--- src/rtl/stk_pkg.sv ---
package stk_pkg;

    // Command codes at the port
    typedef enum logic [2:0] {
        OP_PUSH  = 3'd0,
        OP_POP   = 3'd1,
        OP_POPW  = 3'd2,
        OP_PUSHP = 3'd3,
        OP_PULLP = 3'd4,
        OP_RETI  = 3'd5
    } stk_op_e;

    localparam logic [2:0] OP_LAST = 3'd5;

    typedef enum logic [2:0] {
        S_IDLE,
        S_PUSH,
        S_INC,
        S_READ,
        S_CAPT,
        S_DONE
    } stk_state_e;

    // Destination of the byte returned by a read
    typedef enum logic [1:0] {
        SL_BYTE,
        SL_STAT,
        SL_LO,
        SL_HI
    } stk_slot_e;

endpackage

--- src/rtl/stk_ptr.sv ---
module stk_ptr #(
    parameter int             W       = 8,
    parameter logic [W-1:0]   RST_VAL = 8'hFD
) (
    input  logic         clk,
    input  logic         rst_n,
    input  logic         inc,
    input  logic         dec,
    output logic [W-1:0] sp
);

    always_ff @(posedge clk) begin
        if (!rst_n) begin
            sp <= RST_VAL;
        end else if (inc) begin
            sp <= sp + 1'b1;
        end else if (dec) begin
            sp <= sp - 1'b1;
        end
    end

endmodule

--- src/rtl/stk_status.sv ---
module stk_status #(
    parameter int           W       = 8,
    parameter logic [W-1:0] RST_VAL = 8'h24,
    parameter int           BRK_BIT = 4,
    parameter int           ONE_BIT = 5
) (
    input  logic         clk,
    input  logic         rst_n,
    input  logic         load_en,
    input  logic [W-1:0] load_val,
    output logic [W-1:0] stat_q,
    output logic [W-1:0] push_val
);

    localparam logic [W-1:0] BRK_MASK = {{(W-1){1'b0}}, 1'b1} << BRK_BIT;
    localparam logic [W-1:0] ONE_MASK = {{(W-1){1'b0}}, 1'b1} << ONE_BIT;

    always_ff @(posedge clk) begin
        if (!rst_n) begin
            stat_q <= RST_VAL;
        end else if (load_en) begin
            stat_q <= (load_val & ~BRK_MASK) | ONE_MASK;
        end
    end

    assign push_val = stat_q | BRK_MASK | ONE_MASK;

    AST_STATUS_HOLD: assert property (@(posedge clk) disable iff (!rst_n)
        !load_en |=> $stable(stat_q));

endmodule

--- src/rtl/stk_seq.sv ---
module stk_seq
    import stk_pkg::*;
(
    input  logic       clk,
    input  logic       rst_n,
    input  logic       cmd_valid,
    input  logic [2:0] cmd_op,
    output logic       ready,
    output logic       accept,
    output logic       done,
    output logic       sp_inc,
    output logic       sp_dec,
    output logic       mem_we,
    output logic       mem_re,
    output logic       wr_status,
    output logic       st_load,
    output logic       cap_byte,
    output logic       cap_lo,
    output logic       cap_hi
);

    stk_state_e state_q, state_n;
    stk_op_e    op_q, op_n;
    stk_slot_e  slot_q, slot_n;
    logic       legal;

    assign legal  = (cmd_op <= OP_LAST);
    assign accept = (state_q == S_IDLE) && cmd_valid && legal;

    // State register
    always_ff @(posedge clk) begin
        if (!rst_n) begin
            state_q <= S_IDLE;
            op_q    <= OP_PUSH;
            slot_q  <= SL_BYTE;
        end else begin
            state_q <= state_n;
            op_q    <= op_n;
            slot_q  <= slot_n;
        end
    end

    // Transitions
    always_comb begin
        state_n = state_q;
        op_n    = op_q;
        slot_n  = slot_q;
        unique case (state_q)
            S_IDLE: begin
                if (accept) begin
                    op_n = stk_op_e'(cmd_op);
                    if (cmd_op == OP_PUSH || cmd_op == OP_PUSHP) begin
                        state_n = S_PUSH;
                    end else begin
                        state_n = S_INC;
                        if (cmd_op == OP_POP)       slot_n = SL_BYTE;
                        else if (cmd_op == OP_POPW) slot_n = SL_LO;
                        else                        slot_n = SL_STAT;
                    end
                end
            end
            S_PUSH: state_n = S_DONE;
            S_INC:  state_n = S_READ;
            S_READ: state_n = S_CAPT;
            S_CAPT: begin
                if (slot_q == SL_STAT && op_q == OP_RETI) begin
                    slot_n  = SL_LO;
                    state_n = S_INC;
                end else if (slot_q == SL_LO) begin
                    slot_n  = SL_HI;
                    state_n = S_INC;
                end else begin
                    state_n = S_DONE;
                end
            end
            S_DONE: state_n = S_IDLE;
            default: state_n = S_IDLE;
        endcase
    end

    // Outputs
    always_comb begin
        ready     = 1'b0;
        done      = 1'b0;
        sp_inc    = 1'b0;
        sp_dec    = 1'b0;
        mem_we    = 1'b0;
        mem_re    = 1'b0;
        wr_status = 1'b0;
        st_load   = 1'b0;
        cap_byte  = 1'b0;
        cap_lo    = 1'b0;
        cap_hi    = 1'b0;
        unique case (state_q)
            S_IDLE: ready = 1'b1;
            S_PUSH: begin
                mem_we    = 1'b1;
                sp_dec    = 1'b1;
                wr_status = (op_q == OP_PUSHP);
            end
            S_INC:  sp_inc = 1'b1;
            S_READ: mem_re = 1'b1;
            S_CAPT: begin
                st_load  = (slot_q == SL_STAT);
                cap_byte = (slot_q == SL_BYTE);
                cap_lo   = (slot_q == SL_LO);
                cap_hi   = (slot_q == SL_HI);
            end
            S_DONE: done = 1'b1;
            default: ;
        endcase
    end

    AST_DONE_SINGLE: assert property (@(posedge clk) disable iff (!rst_n)
        done |=> !done);
    AST_BUSY_AFTER_TAKE: assert property (@(posedge clk) disable iff (!rst_n)
        accept |=> !ready);

endmodule

--- src/rtl/cpu_stack_unit.sv ---
module cpu_stack_unit #(
    parameter int                          DATA_W  = 8,
    parameter int                          ADDR_W  = 16,
    parameter logic [ADDR_W-DATA_W-1:0]    PAGE    = 8'h01,
    parameter logic [DATA_W-1:0]           SP_INIT = 8'hFD,
    parameter logic [DATA_W-1:0]           ST_INIT = 8'h24
) (
    input  logic                clk,
    input  logic                rst_n,
    input  logic                cmd_valid,
    input  logic [2:0]          cmd_op,
    input  logic [DATA_W-1:0]   cmd_data,
    output logic                cmd_ready,
    output logic                done,
    output logic [DATA_W-1:0]   pop_byte,
    output logic [2*DATA_W-1:0] pop_word,
    output logic [DATA_W-1:0]   sp_out,
    output logic [DATA_W-1:0]   status_out,
    output logic [ADDR_W-1:0]   mem_addr,
    output logic [DATA_W-1:0]   mem_wdata,
    output logic                mem_we,
    output logic                mem_re,
    input  logic [DATA_W-1:0]   mem_rdata
);

    localparam int WORD_W = 2 * DATA_W;

    logic              accept, sp_inc, sp_dec, wr_status;
    logic              st_load, cap_byte, cap_lo, cap_hi;
    logic [DATA_W-1:0] sp_q, stat_q, stat_push, data_q, byte_q;
    logic [WORD_W-1:0] word_q;

    stk_seq u_seq (
        .clk       (clk),
        .rst_n     (rst_n),
        .cmd_valid (cmd_valid),
        .cmd_op    (cmd_op),
        .ready     (cmd_ready),
        .accept    (accept),
        .done      (done),
        .sp_inc    (sp_inc),
        .sp_dec    (sp_dec),
        .mem_we    (mem_we),
        .mem_re    (mem_re),
        .wr_status (wr_status),
        .st_load   (st_load),
        .cap_byte  (cap_byte),
        .cap_lo    (cap_lo),
        .cap_hi    (cap_hi)
    );

    stk_ptr #(.W(DATA_W), .RST_VAL(SP_INIT)) u_ptr (
        .clk   (clk),
        .rst_n (rst_n),
        .inc   (sp_inc),
        .dec   (sp_dec),
        .sp    (sp_q)
    );

    stk_status #(.W(DATA_W), .RST_VAL(ST_INIT), .BRK_BIT(4), .ONE_BIT(5)) u_stat (
        .clk      (clk),
        .rst_n    (rst_n),
        .load_en  (st_load),
        .load_val (mem_rdata),
        .stat_q   (stat_q),
        .push_val (stat_push)
    );

    // Operand latch and pop results
    always_ff @(posedge clk) begin
        if (!rst_n) begin
            data_q <= '0;
            byte_q <= '0;
            word_q <= '0;
        end else begin
            if (accept)   data_q <= cmd_data;
            if (cap_byte) byte_q <= mem_rdata;
            if (cap_lo)   word_q[DATA_W-1:0] <= mem_rdata;
            if (cap_hi)   word_q[WORD_W-1:DATA_W] <= mem_rdata;
        end
    end

    assign mem_addr   = {PAGE, sp_q};
    assign mem_wdata  = wr_status ? stat_push : data_q;
    assign pop_byte   = byte_q;
    assign pop_word   = word_q;
    assign sp_out     = sp_q;
    assign status_out = stat_q;

    AST_PUSH_THEN_DEC: assert property (@(posedge clk) disable iff (!rst_n)
        mem_we |=> sp_q == $past(sp_q) - 1'b1);
    AST_INC_BEFORE_READ: assert property (@(posedge clk) disable iff (!rst_n)
        mem_re |-> sp_q == $past(sp_q) + 1'b1);
    AST_PULL_BITS: assert property (@(posedge clk) disable iff (!rst_n)
        st_load |=> status_out[5] && !status_out[4]);
    AST_ONE_ACCESS: assert property (@(posedge clk) disable iff (!rst_n)
        $onehot0({mem_we, mem_re}));
    AST_IDLE_QUIET: assert property (@(posedge clk) disable iff (!rst_n)
        cmd_ready |-> !mem_we && !mem_re && !done);

endmodule

--- config.mk ---
export PLATFORM = sky130hd
export DESIGN_NAME = cpu_stack_unit
export DESIGN_NICKNAME = d
export VERILOG_FILES = /design/src/rtl/stk_pkg.sv /design/src/rtl/stk_ptr.sv /design/src/rtl/stk_status.sv /design/src/rtl/stk_seq.sv /design/src/rtl/cpu_stack_unit.sv
export SDC_FILE = /design/constraint.sdc
export NUM_CORES = 1
export LEC_CHECK = 0
export ABC_AREA = 1
export BUFFER_PORTS_ARGS = -buffer_cell sky130_fd_sc_hd__buf_2
export CAP_MARGIN = 20
export CORE_MARGIN = 5
export CORE_UTILIZATION = 50
export DETAILED_ROUTE_END_ITERATION = 10
export GPL_TIMING_DRIVEN = 0
export PLACE_DENSITY = 0.78
export SYNTH_ARGS = -nofsm -noshare
export SYNTH_HDL_FRONTEND = slang
export SYNTH_HIERARCHICAL = 1
export SYNTH_SLANG_ARGS = --single-unit
--- constraint.sdc ---
create_clock -name clk -period 2.4 [get_ports clk]
set_input_delay 0.24 -clock clk [delete_from_list [all_inputs] [get_ports clk]]
set_output_delay 0.24 -clock clk [all_outputs]
set_load 0.03 [all_outputs]
### After elaboration in Yosys (flattened, before gate mapping)

Index checks and enable logic that the tools add are counted.

* register bits after elaboration: 54
* word-level logic and storage cells: 64
* input bits: 22
* output and inout bits: 68

* mux-type cells: 25
* add/subtract/negate cells: 2
* eq/ne operators: 16
* reduce and logical (&&, ||, !) cells: 11
* $lt $le $gt $ge: 1

Operators by type and width (number)
* two-way mux 8 bit: 3
* == test 3 x 2 -> 1 bit, second input constant: 5
* case mux 3 bit (5 select lines): 1
* two-way mux 2 bit: 7
* two-way mux 1 bit: 10
* == test 3 bit, second input constant: 3
* two-way mux 3 bit: 3
* adder 8 x 1 -> 8 bit, second input constant: 1
* subtractor 8 x 1 -> 8 bit, second input constant: 1
* == test 3 x 1 -> 1 bit, second input constant: 2
* logical NOT 3 bit: 2
* == test 2 bit, second input constant: 2
* inequality test 2 bit, second input constant: 2
* case mux 2 bit (2 select lines): 1
* AND reduction 4 bit: 1
* nonzero test 2 bit: 2
* less-or-equal comparator 3 bit, second input constant: 1
* logical AND 1 bit: 3
* inequality test 3 x 1 -> 1 bit, second input constant: 1
* == test 2 x 1 -> 1 bit, second input constant: 1
* logical NOT 2 bit: 1
* AND reduction 2 bit: 1
* logical OR 1 bit: 1

### Longest topological paths before layout

Gate-level depths: netlist of the first run.

* word-level depth: 6
* gate-level depth with buffers: 13
* mapped depth without buffers: 13

### By module

Netlist of the first run, hierarchy kept.

Modules (own cells, without submodules)
* cpu_stack_unit: times used 1, cells each 230, sequential area each 640.6 sq um, area each 1550.2 sq um
* stk_ptr: times used 1, cells each 89, sequential area each 160.2 sq um, area each 599.3 sq um
* stk_seq: times used 1, cells each 86, sequential area each 160.2 sq um, area each 540.5 sq um
* stk_status: times used 1, cells each 48, sequential area each 120.1 sq um, area each 324.1 sq um

### Worst setup path before layout of the first run

No wires, ideal clock.

* kind: reg-to-output
* start: register u_seq.state_q[2]
* end: output mem_wdata[6]
* slack: 0.499 ns
* cell stages (with the launch flop): 7
* path buffers: 1
* arrival time: 1.661 ns
* required time: 2.160 ns
* cells stage by stage: dfxtp_1 > inv_1 > nand3_1 > nor4_1 > buf_4 > nand2_1 > o21ai_0

* cells in the longest elaborated chain, start to end: 3

RTL lines
* start: declaration: RTL line stk_seq.sv:22 `stk_state_e state_q, state_n;`
* start signal: assignment: RTL line stk_seq.sv:37 `state_q <= state_n;`
* == test 3 x 1 -> 1 bit: RTL line stk_seq.sv:94 `unique case (state_q)`
* two-way mux 1 bit: RTL line stk_seq.sv:94
* net wr_status: RTL line cpu_stack_unit.sv:28 `logic accept, sp_inc, sp_dec, wr_status;`
* two-way mux 8 bit: RTL line cpu_stack_unit.sv:84 `assign mem_wdata = wr_status ? stat_push : data_q;`
* end: declaration: RTL line cpu_stack_unit.sv:20 `output logic [DATA_W-1:0] mem_wdata,`

The timed path passes the listed nets, and every way through them passes these cells.

### Final worst setup path of the first run

* start: register u_seq.state_q[2]
* end: output mem_wdata[1]

Same word-level chain as after synthesis.

==> results of run 1 <==
logic make-up (layout without fill, tap and decap cells):
logic type | Yosys count | count (layout) | synth area share (%)
and+or+nand+nor | 253 | 253 | 35.62
buffers and inverters | 101 | 189 | 19.14
DFF | 54 | 54 | 35.87
AOI/OAI and AO/OA | 34 | 34 | 5.729
adders and majority gates | 7 | 7 | 3.155
other | 4 | 12 | 0.4980
sequential cells by signal, indices dropped and copies added, names as in the netlist:
name,count
pop_word,16
u_seq/slot_q,2
u_stat/stat_q,6
pop_byte,8
data_q,8
u_seq/state_q,3
u_seq/op_q,3
u_ptr/sp,8
critical path, cell delays in order, from the launching register on:
cell and delay [ns]:
dfxtp_1 0.34, inv_1 0.16, nand3_1 0.23, nor4_4 0.34, buf_4 0.23, nand2_1 0.07
o21ai_0 0.08, buf_2 0.22
metal layers:
| metal | up-vias | routed length, µm | track usage [%] |
|---|---|---|---|
| li1 | 1516 | - | - |
| met5 | - | 0 | 0 |
| met4 | 0 | 51 | 3.347 |
| met3 | 5 | 411 | 3.293 |
| met2 | 61 | 3076 | 29.66 |
| met1 | 1194 | 2931 | 21.28 |
power by group through the flow:
stage	combinational (µW)	sequential, µW	clock, µW
2_1_floorplan	1080	1250	0
3_3_place_gp	1490	1130	0
3_5_place_dp	1530	1140	0
4_1_cts	1530	1120	514
5_1_grt	1700	1140	552
6_report	1530	1110	499
worst min path at each step:
stage / from / endpoint / slack [ns] / cells past startpoint
floorplan: rst_n / u_ptr/sp[7]$_SDFFE_PN1P_ / 0.31 / 1
global placement: pop_word[13]$_SDFFE_PN0P_ / pop_word[13]$_SDFFE_PN0P_ / 0.45 / 2
detailed placement: data_q[4]$_SDFFE_PN0P_ / data_q[4]$_SDFFE_PN0P_ / 0.46 / 2
CTS: mem_rdata[2] / u_stat/stat_q[2]$_SDFFE_PN1P_ / 0.16 / 3
global route: mem_rdata[2] / u_stat/stat_q[2]$_SDFFE_PN1P_ / 0.16 / 3
finish: mem_rdata[2] / u_stat/stat_q[2]$_SDFFE_PN1P_ / 0.17 / 3
per-stage QoR:
stage	cells	hold slack, ns	util (%)	instance area (µm²)	setup slack (ns)
6_report	624	0.1674	61.88	3642	0.1860
4_1_cts	623	0.1626	61.61	3626	0.008423
5_1_grt	624	0.1575	61.88	3642	0.01898
2_1_floorplan	461	0.3138	-	3044	0.4993
3_3_place_gp	615	0.4516	60.03	3533	0.04926
3_5_place_dp	615	0.4640	60.03	3533	0.03779
cell usage in the layout, fill, tap and decap left out, drive strengths merged:
cell / synthesis / layout
buf: 41 / 121
o21ai: 17 / 17
nor3: 6 / 6
nor4: 1 / 1
nand2b: 1 / 1
or2: 1 / 1
nand3: 19 / 19
nand4: 4 / 4
nor2: 88 / 88
dfxtp: 54 / 54
nand3b: 1 / 1
inv: 58 / 58
conb: 4 / 12
a21oi: 16 / 16
clkinv: 2 / 4
clkbuf: 0 / 6
fa: 1 / 1
ha: 6 / 6
a21boi: 1 / 1
and2: 1 / 1
nand2: 131 / 131
area by class of cell:
type / instances / area (µm²) / share of cell area, %
multi-input combinational: 306 / 1401 / 38.47
sequential: 54 / 1081 / 29.68
timing repair buffer: 80 / 402.9 / 11.06
buffer: 41 / 350.3 / 9.619
inverter: 60 / 226.5 / 6.218
tap: 75 / 93.84 / 2.576
clock buffer: 6 / 72.57 / 1.992
clock inverter: 2 / 13.76 / 0.3779
timing repair:
item,4_1_cts,5_1_grt
setup endpoints to repair,8,8
resized for setup,1,1
hold buffers,0,0
setup buffers,0,1
pin swaps,0,1
==> impl_metrics.toml, run 1 <==
[worst_setup_path]
reg2regPathDepth = 13
reg2reg_slack_ns = 0.33
worstPathArrival_ns = 1.97
rr_endpoint = "u_ptr/sp[7]$_SDFFE_PN1P_"
critPathCaptureType = "output pin"
cp.required_ns = 2.16
cp-start-kind = "flip-flop"
timing.rr.start = "u_seq/state_q[2]$_SDFFE_PN0P_"
path_max_fanout = 10
critPathCapture = "mem_wdata[1]"
crit_start = "u_seq/state_q[2]$_SDFFE_PN0P_"
critPathKind = "flip-flop to output pin"

[global_route]
gr-usage-all-layers_pct = 16.79
overflow = 0
antenna_found_initial = 0
grt_pass1_vias = 2474
grt_max_degree = 19
grt_pass1_wl_um = 10540

[route]
post-route-drc-count = 0
ant_nets = 0
wl_per_cell_um = 10.37
drt-initial-drc-count = 84
vias = 2776
drt-total-wl_um = 6469
dr.pass1.iters = 4
drt-vias-per-instance = 4.449

[synthesis]
ys_seq_area_share_pct = 35.87
synth.area.top_cells = "dfxtp_1, nand2_1, nor2_1, buf_4, inv_1"
synth_top_area_cell = "dfxtp_1"
synth_edf_count = 0
synth.most_common_cell = "nand2_1"
yosys_warnings = 6
synth_cells = 453
avgSynthCellArea_um2 = 6.654
synthTopCellsByCount = "nand2_1, nor2_1, inv_1, dfxtp_1, buf_4"
synth_area_um2 = 3014
ys_seq_elements = 54
synth_ff_type = "dfxtp_1"
synth_top_area_share_pct = 35.87
ys_types = 32
async_reset_ff_share_pct = 0

[finish]
syn_to_final_growth_pct = 20.84
drive_gt1_share_pct = 27.14
num_antenna_cells = 0
nets = 577
n_fill_cell = 589

[floorplanning]
dieWidth_um = 87.64
die-area_um2 = 7681
row_count = 28
start_util_pct = 51.21
coreArea_um2 = 5886
dieHeight_um = 87.64
ios = 90

[pwr]
power_switching_uw = 1375
swShare_pct = 43.71
p_comb_share_pct = 48.7
power_frac_seq_pct = 35.4
internal_power_uw = 1771
irDropWorstVdd_v = 0.0006874
p_total_uw = 3146
p_clk_share_pct = 15.9
power.leakage_uw = 0.001935
cellPowerDensity_nw_per_um2 = 863.9

[placed_design]
gp_routability_congestion = 0.8537
hpwl_um = 5065
numPortBuffers = 79

[cts]
cts.sinks = 54
clk_latency_ns = 0.30
path_clk_slew_ns = 0.09
htreeDepth = 2
numCtsBuffers = 5
cts_tree = "done"
cts-root-buf = "clkbuf_8"
ctsLongestPathBuffers = 2

[sta]
finalSetupTns_ns = 0
fmax_ghz = 0.4517
min_period_ns = 2.214
hold_violations = 0
drv_slew = 0
finalSetupViolations = 0
fin_worst_skew_ns = 0.006287
rsz0062_at_grt = "no"
min_period_over_period_pct = 92.25

[job]
cap_viol_max_count = 0

[run_status]
outcome = "finished, final reports clean"

[worst_hold_path]
min_path_type = "input pin to flip-flop"
Power figures use the tool's default switching activity.
==> run 2, diff against run 1 <==
--- a/config.mk
+++ b/config.mk
@@ -8,12 +8,13 @@
 export ABC_AREA = 1
 export BUFFER_PORTS_ARGS = -buffer_cell sky130_fd_sc_hd__buf_2
 export CAP_MARGIN = 20
+export CELL_PAD_IN_SITES_DETAIL_PLACEMENT = 0
+export CELL_PAD_IN_SITES_GLOBAL_PLACEMENT = 1
 export CORE_MARGIN = 5
-export CORE_UTILIZATION = 50
+export CORE_UTILIZATION = 35
 export DETAILED_ROUTE_END_ITERATION = 10
 export GPL_TIMING_DRIVEN = 0
-export PLACE_DENSITY = 0.78
+export PLACE_DENSITY_LB_ADDON = 0.1
 export SYNTH_ARGS = -nofsm -noshare
 export SYNTH_HDL_FRONTEND = slang
-export SYNTH_HIERARCHICAL = 1
 export SYNTH_SLANG_ARGS = --single-unit
==> constraint.sdc (replaced) <==
create_clock -name clk -period 2.4 [get_ports clk]
set_input_delay 0.48 -clock clk [delete_from_list [all_inputs] [get_ports clk]]
set_output_delay 0.48 -clock clk [all_outputs]
set_load 0.03 [all_outputs]
==> run 2 against run 1 <==
Power up 14%; clock power up 12%; core utilization down 18 points; highest routed layer unchanged.
==> impl_metrics.toml, run 2 <==
[placed_design]
hpwl_um = 5410
gp_routability_congestion = 0.7915
numPortBuffers = 79

[cts]
cts_resized = 0
post_cts_buffers = 0
cts-root-buf = "clkbuf_8"
path_clk_slew_ns = 0.11
postCtsHoldBufs = 0
cts_tree = "done"
clk_latency_ns = 0.32
numCtsBuffers = 5
cts.sinks = 54
ctsLongestPathBuffers = 2
htreeDepth = 2

[worst_setup_path]
reg2regPathDepth = 12
critPathCaptureType = "output pin"
critPathKind = "flip-flop to output pin"
path_max_fanout = 10
cp-start-kind = "flip-flop"
cp.required_ns = 1.92
worstPathArrival_ns = 1.72

[global_route]
antenna_found_initial = 0
grt_pass1_vias = 2399
grt_pass1_wl_um = 11610
gr-usage-all-layers_pct = 14.52
overflow = 0
grt_max_degree = 18

[synthesis]
ys_seq_elements = 54
synth_edf_count = 0
synth_simple_gate_area_share_pct = 23.68
muxShareOfSynthArea_pct = 0
synth_fa_ha_area_share_pct = 3.961
synth-compound-area-share_pct = 16.40
ys_seq_area_share_pct = 39.80
ys_types = 31
async_reset_ff_share_pct = 0
synthTopCellsByCount = "dfxtp_1, nand2_1, inv_1, nor2_1"
synth_top_area_share_pct = 39.80
yosys_warnings = 0
synth_cells = 372
synth_area_um2 = 2716
synth_top_family_by_area = "simple AND/OR/NAND/NOR gates"
synth_ff_type = "dfxtp_1"
avgSynthCellArea_um2 = 7.302
synthXorXnorAreaFrac_pct = 0.3224
synth_top_area_cell = "dfxtp_1"
synth.area.top_cells = "dfxtp_1, a21oi_1, o21ai_0, nand2_1, inv_1"

[job]
cap_viol_max_count = 0

[sta]
fmax_ghz = 0.4551
fin_hold_ws_ns = 0.4290
finalSetupTns_ns = 0
hold_violations = 0
finalSetupViolations = 0
rsz0062_at_grt = "no"
drv_slew = 0
min_period_ns = 2.197
min_period_over_period_pct = 91.55
fin_worst_skew_ns = 0.01072

[pwr]
power.leakage_uw = 0.001736
cellPowerDensity_nw_per_um2 = 1061
irDropWorstVdd_v = 0.0003390

[finish]
syn_to_final_growth_pct = 24.04
num_antenna_cells = 0
final_common_cell = "buf_2"
final_cell_mix = "buf_2, nand2_1, dfxtp_1, inv_1, nor2_1"
multi_input_area_um2 = 1242
largest_reg_flops = 16
n_fill_cell = 862
drive_gt1_share_pct = 28.27
regArea_um2 = 1081
nets = 496

[route]
drt-initial-drc-count = 71
dr.pass1.iters = 4
drt-total-wl_um = 6935
wl_per_cell_um = 12.19
vias = 2519
drt-vias-per-instance = 4.427
ant_nets = 0
post-route-drc-count = 0

[worst_hold_path]
min_path_type = "input pin to flip-flop"
hold_depth = 3

[floorplanning]
row_count = 32
dieWidth_um = 98.10
start_util_pct = 35.52
dieHeight_um = 98.10
die-area_um2 = 9623
ios = 90
coreArea_um2 = 7647

[run_status]
outcome = "finished, final reports clean"
[run 2: cell count changes in the layout (fill, tap and decap cells not counted), moves of 3 or more]
cell,previous run,this run
nor2_2,7,1
buf_4,29,18
inv_2,2,6
nor2_1,80,44
nand4_1,3,0
buf_6,12,3
a21oi_1,16,41
nand2_1,127,54
inv_1,56,52
o21ai_0,14,41
clkbuf_1,1,4
[run 2: report_power, final]
group	switching, µW	total (µW)	internal (µW)
clock network	321	559	239
logic	1210	1830	623
registers	136	1180	1050
total	1670	3570	1910
[run 2: final timing paths]
kind                                     to  slack [ns]                     startpoint
setup / recovery               mem_wdata[7]        0.20  u_seq.state_q[2]$_SDFFE_PN0P_
setup reg to reg   u_ptr.sp[6]$_SDFFE_PN1P_        0.51  u_seq.state_q[2]$_SDFFE_PN0P_
hold / removal     pop_word[4]$_SDFFE_PN0P_        0.43                   mem_rdata[4]
hold reg to reg   pop_word[11]$_SDFFE_PN0P_        0.45      pop_word[11]$_SDFFE_PN0P_
[run 2: area by class of cell]
type / count / share of cell area [%]
Buffer: 28 / 5.904
Clock inverter: 2 / 0.5199
Multi-Input combinational cell: 239 / 36.87
Inverter: 59 / 6.647
Clock buffer: 6 / 2.451
Sequential cell: 54 / 32.08
Timing Repair Buffer: 79 / 11.73
Tap cell: 102 / 3.788
[run 2: per-stage QoR]
step | worst slack, ns | area (µm²) | total power [µW] | cells | util [%]
after floorplan | 0.3935 | 2746 | 2610 | 380 | -
after global placement | 0.4989 | 3269 | 3040 | 561 | 42.75
after detailed placement | 0.4894 | 3269 | 3053 | 561 | 42.75
after CTS | 0.1729 | 3369 | 3632 | 569 | 44.06
after global routing | 0.07805 | 3369 | 3886 | 569 | 44.06
final | 0.2029 | 3369 | 3574 | 569 | 44.06
[run 2: routing by layer]
metal	up-vias	global-route usage [%]	part of all wire [%]
met2	59	22.62	44
met5	-	0	0
met3	6	3.429	6.0
met1	1107	20.44	49
li1	1347	-	-
met4	0	3.195	0.85
[run 2: cells by family (layout without fill, tap and decap cells)]
family | after synthesis | count (layout)
other | 2 | 10
flip-flops | 54 | 54
XOR/XNOR | 1 | 1
AO/OA/AOI/OAI | 88 | 88
buffers and inverters | 87 | 174
adder cells (fa/ha/maj) | 8 | 8
AND/OR/NAND/NOR | 132 | 132
[run 2: critical path, cell delays in order (launching register included)]
cell and delay [ns]:
dfxtp_1 0.39, inv_2 0.14, nand3_2 0.11, inv_2 0.11
nand4_4 0.12, buf_6 0.17, a21oi_1 0.14, buf_2 0.22
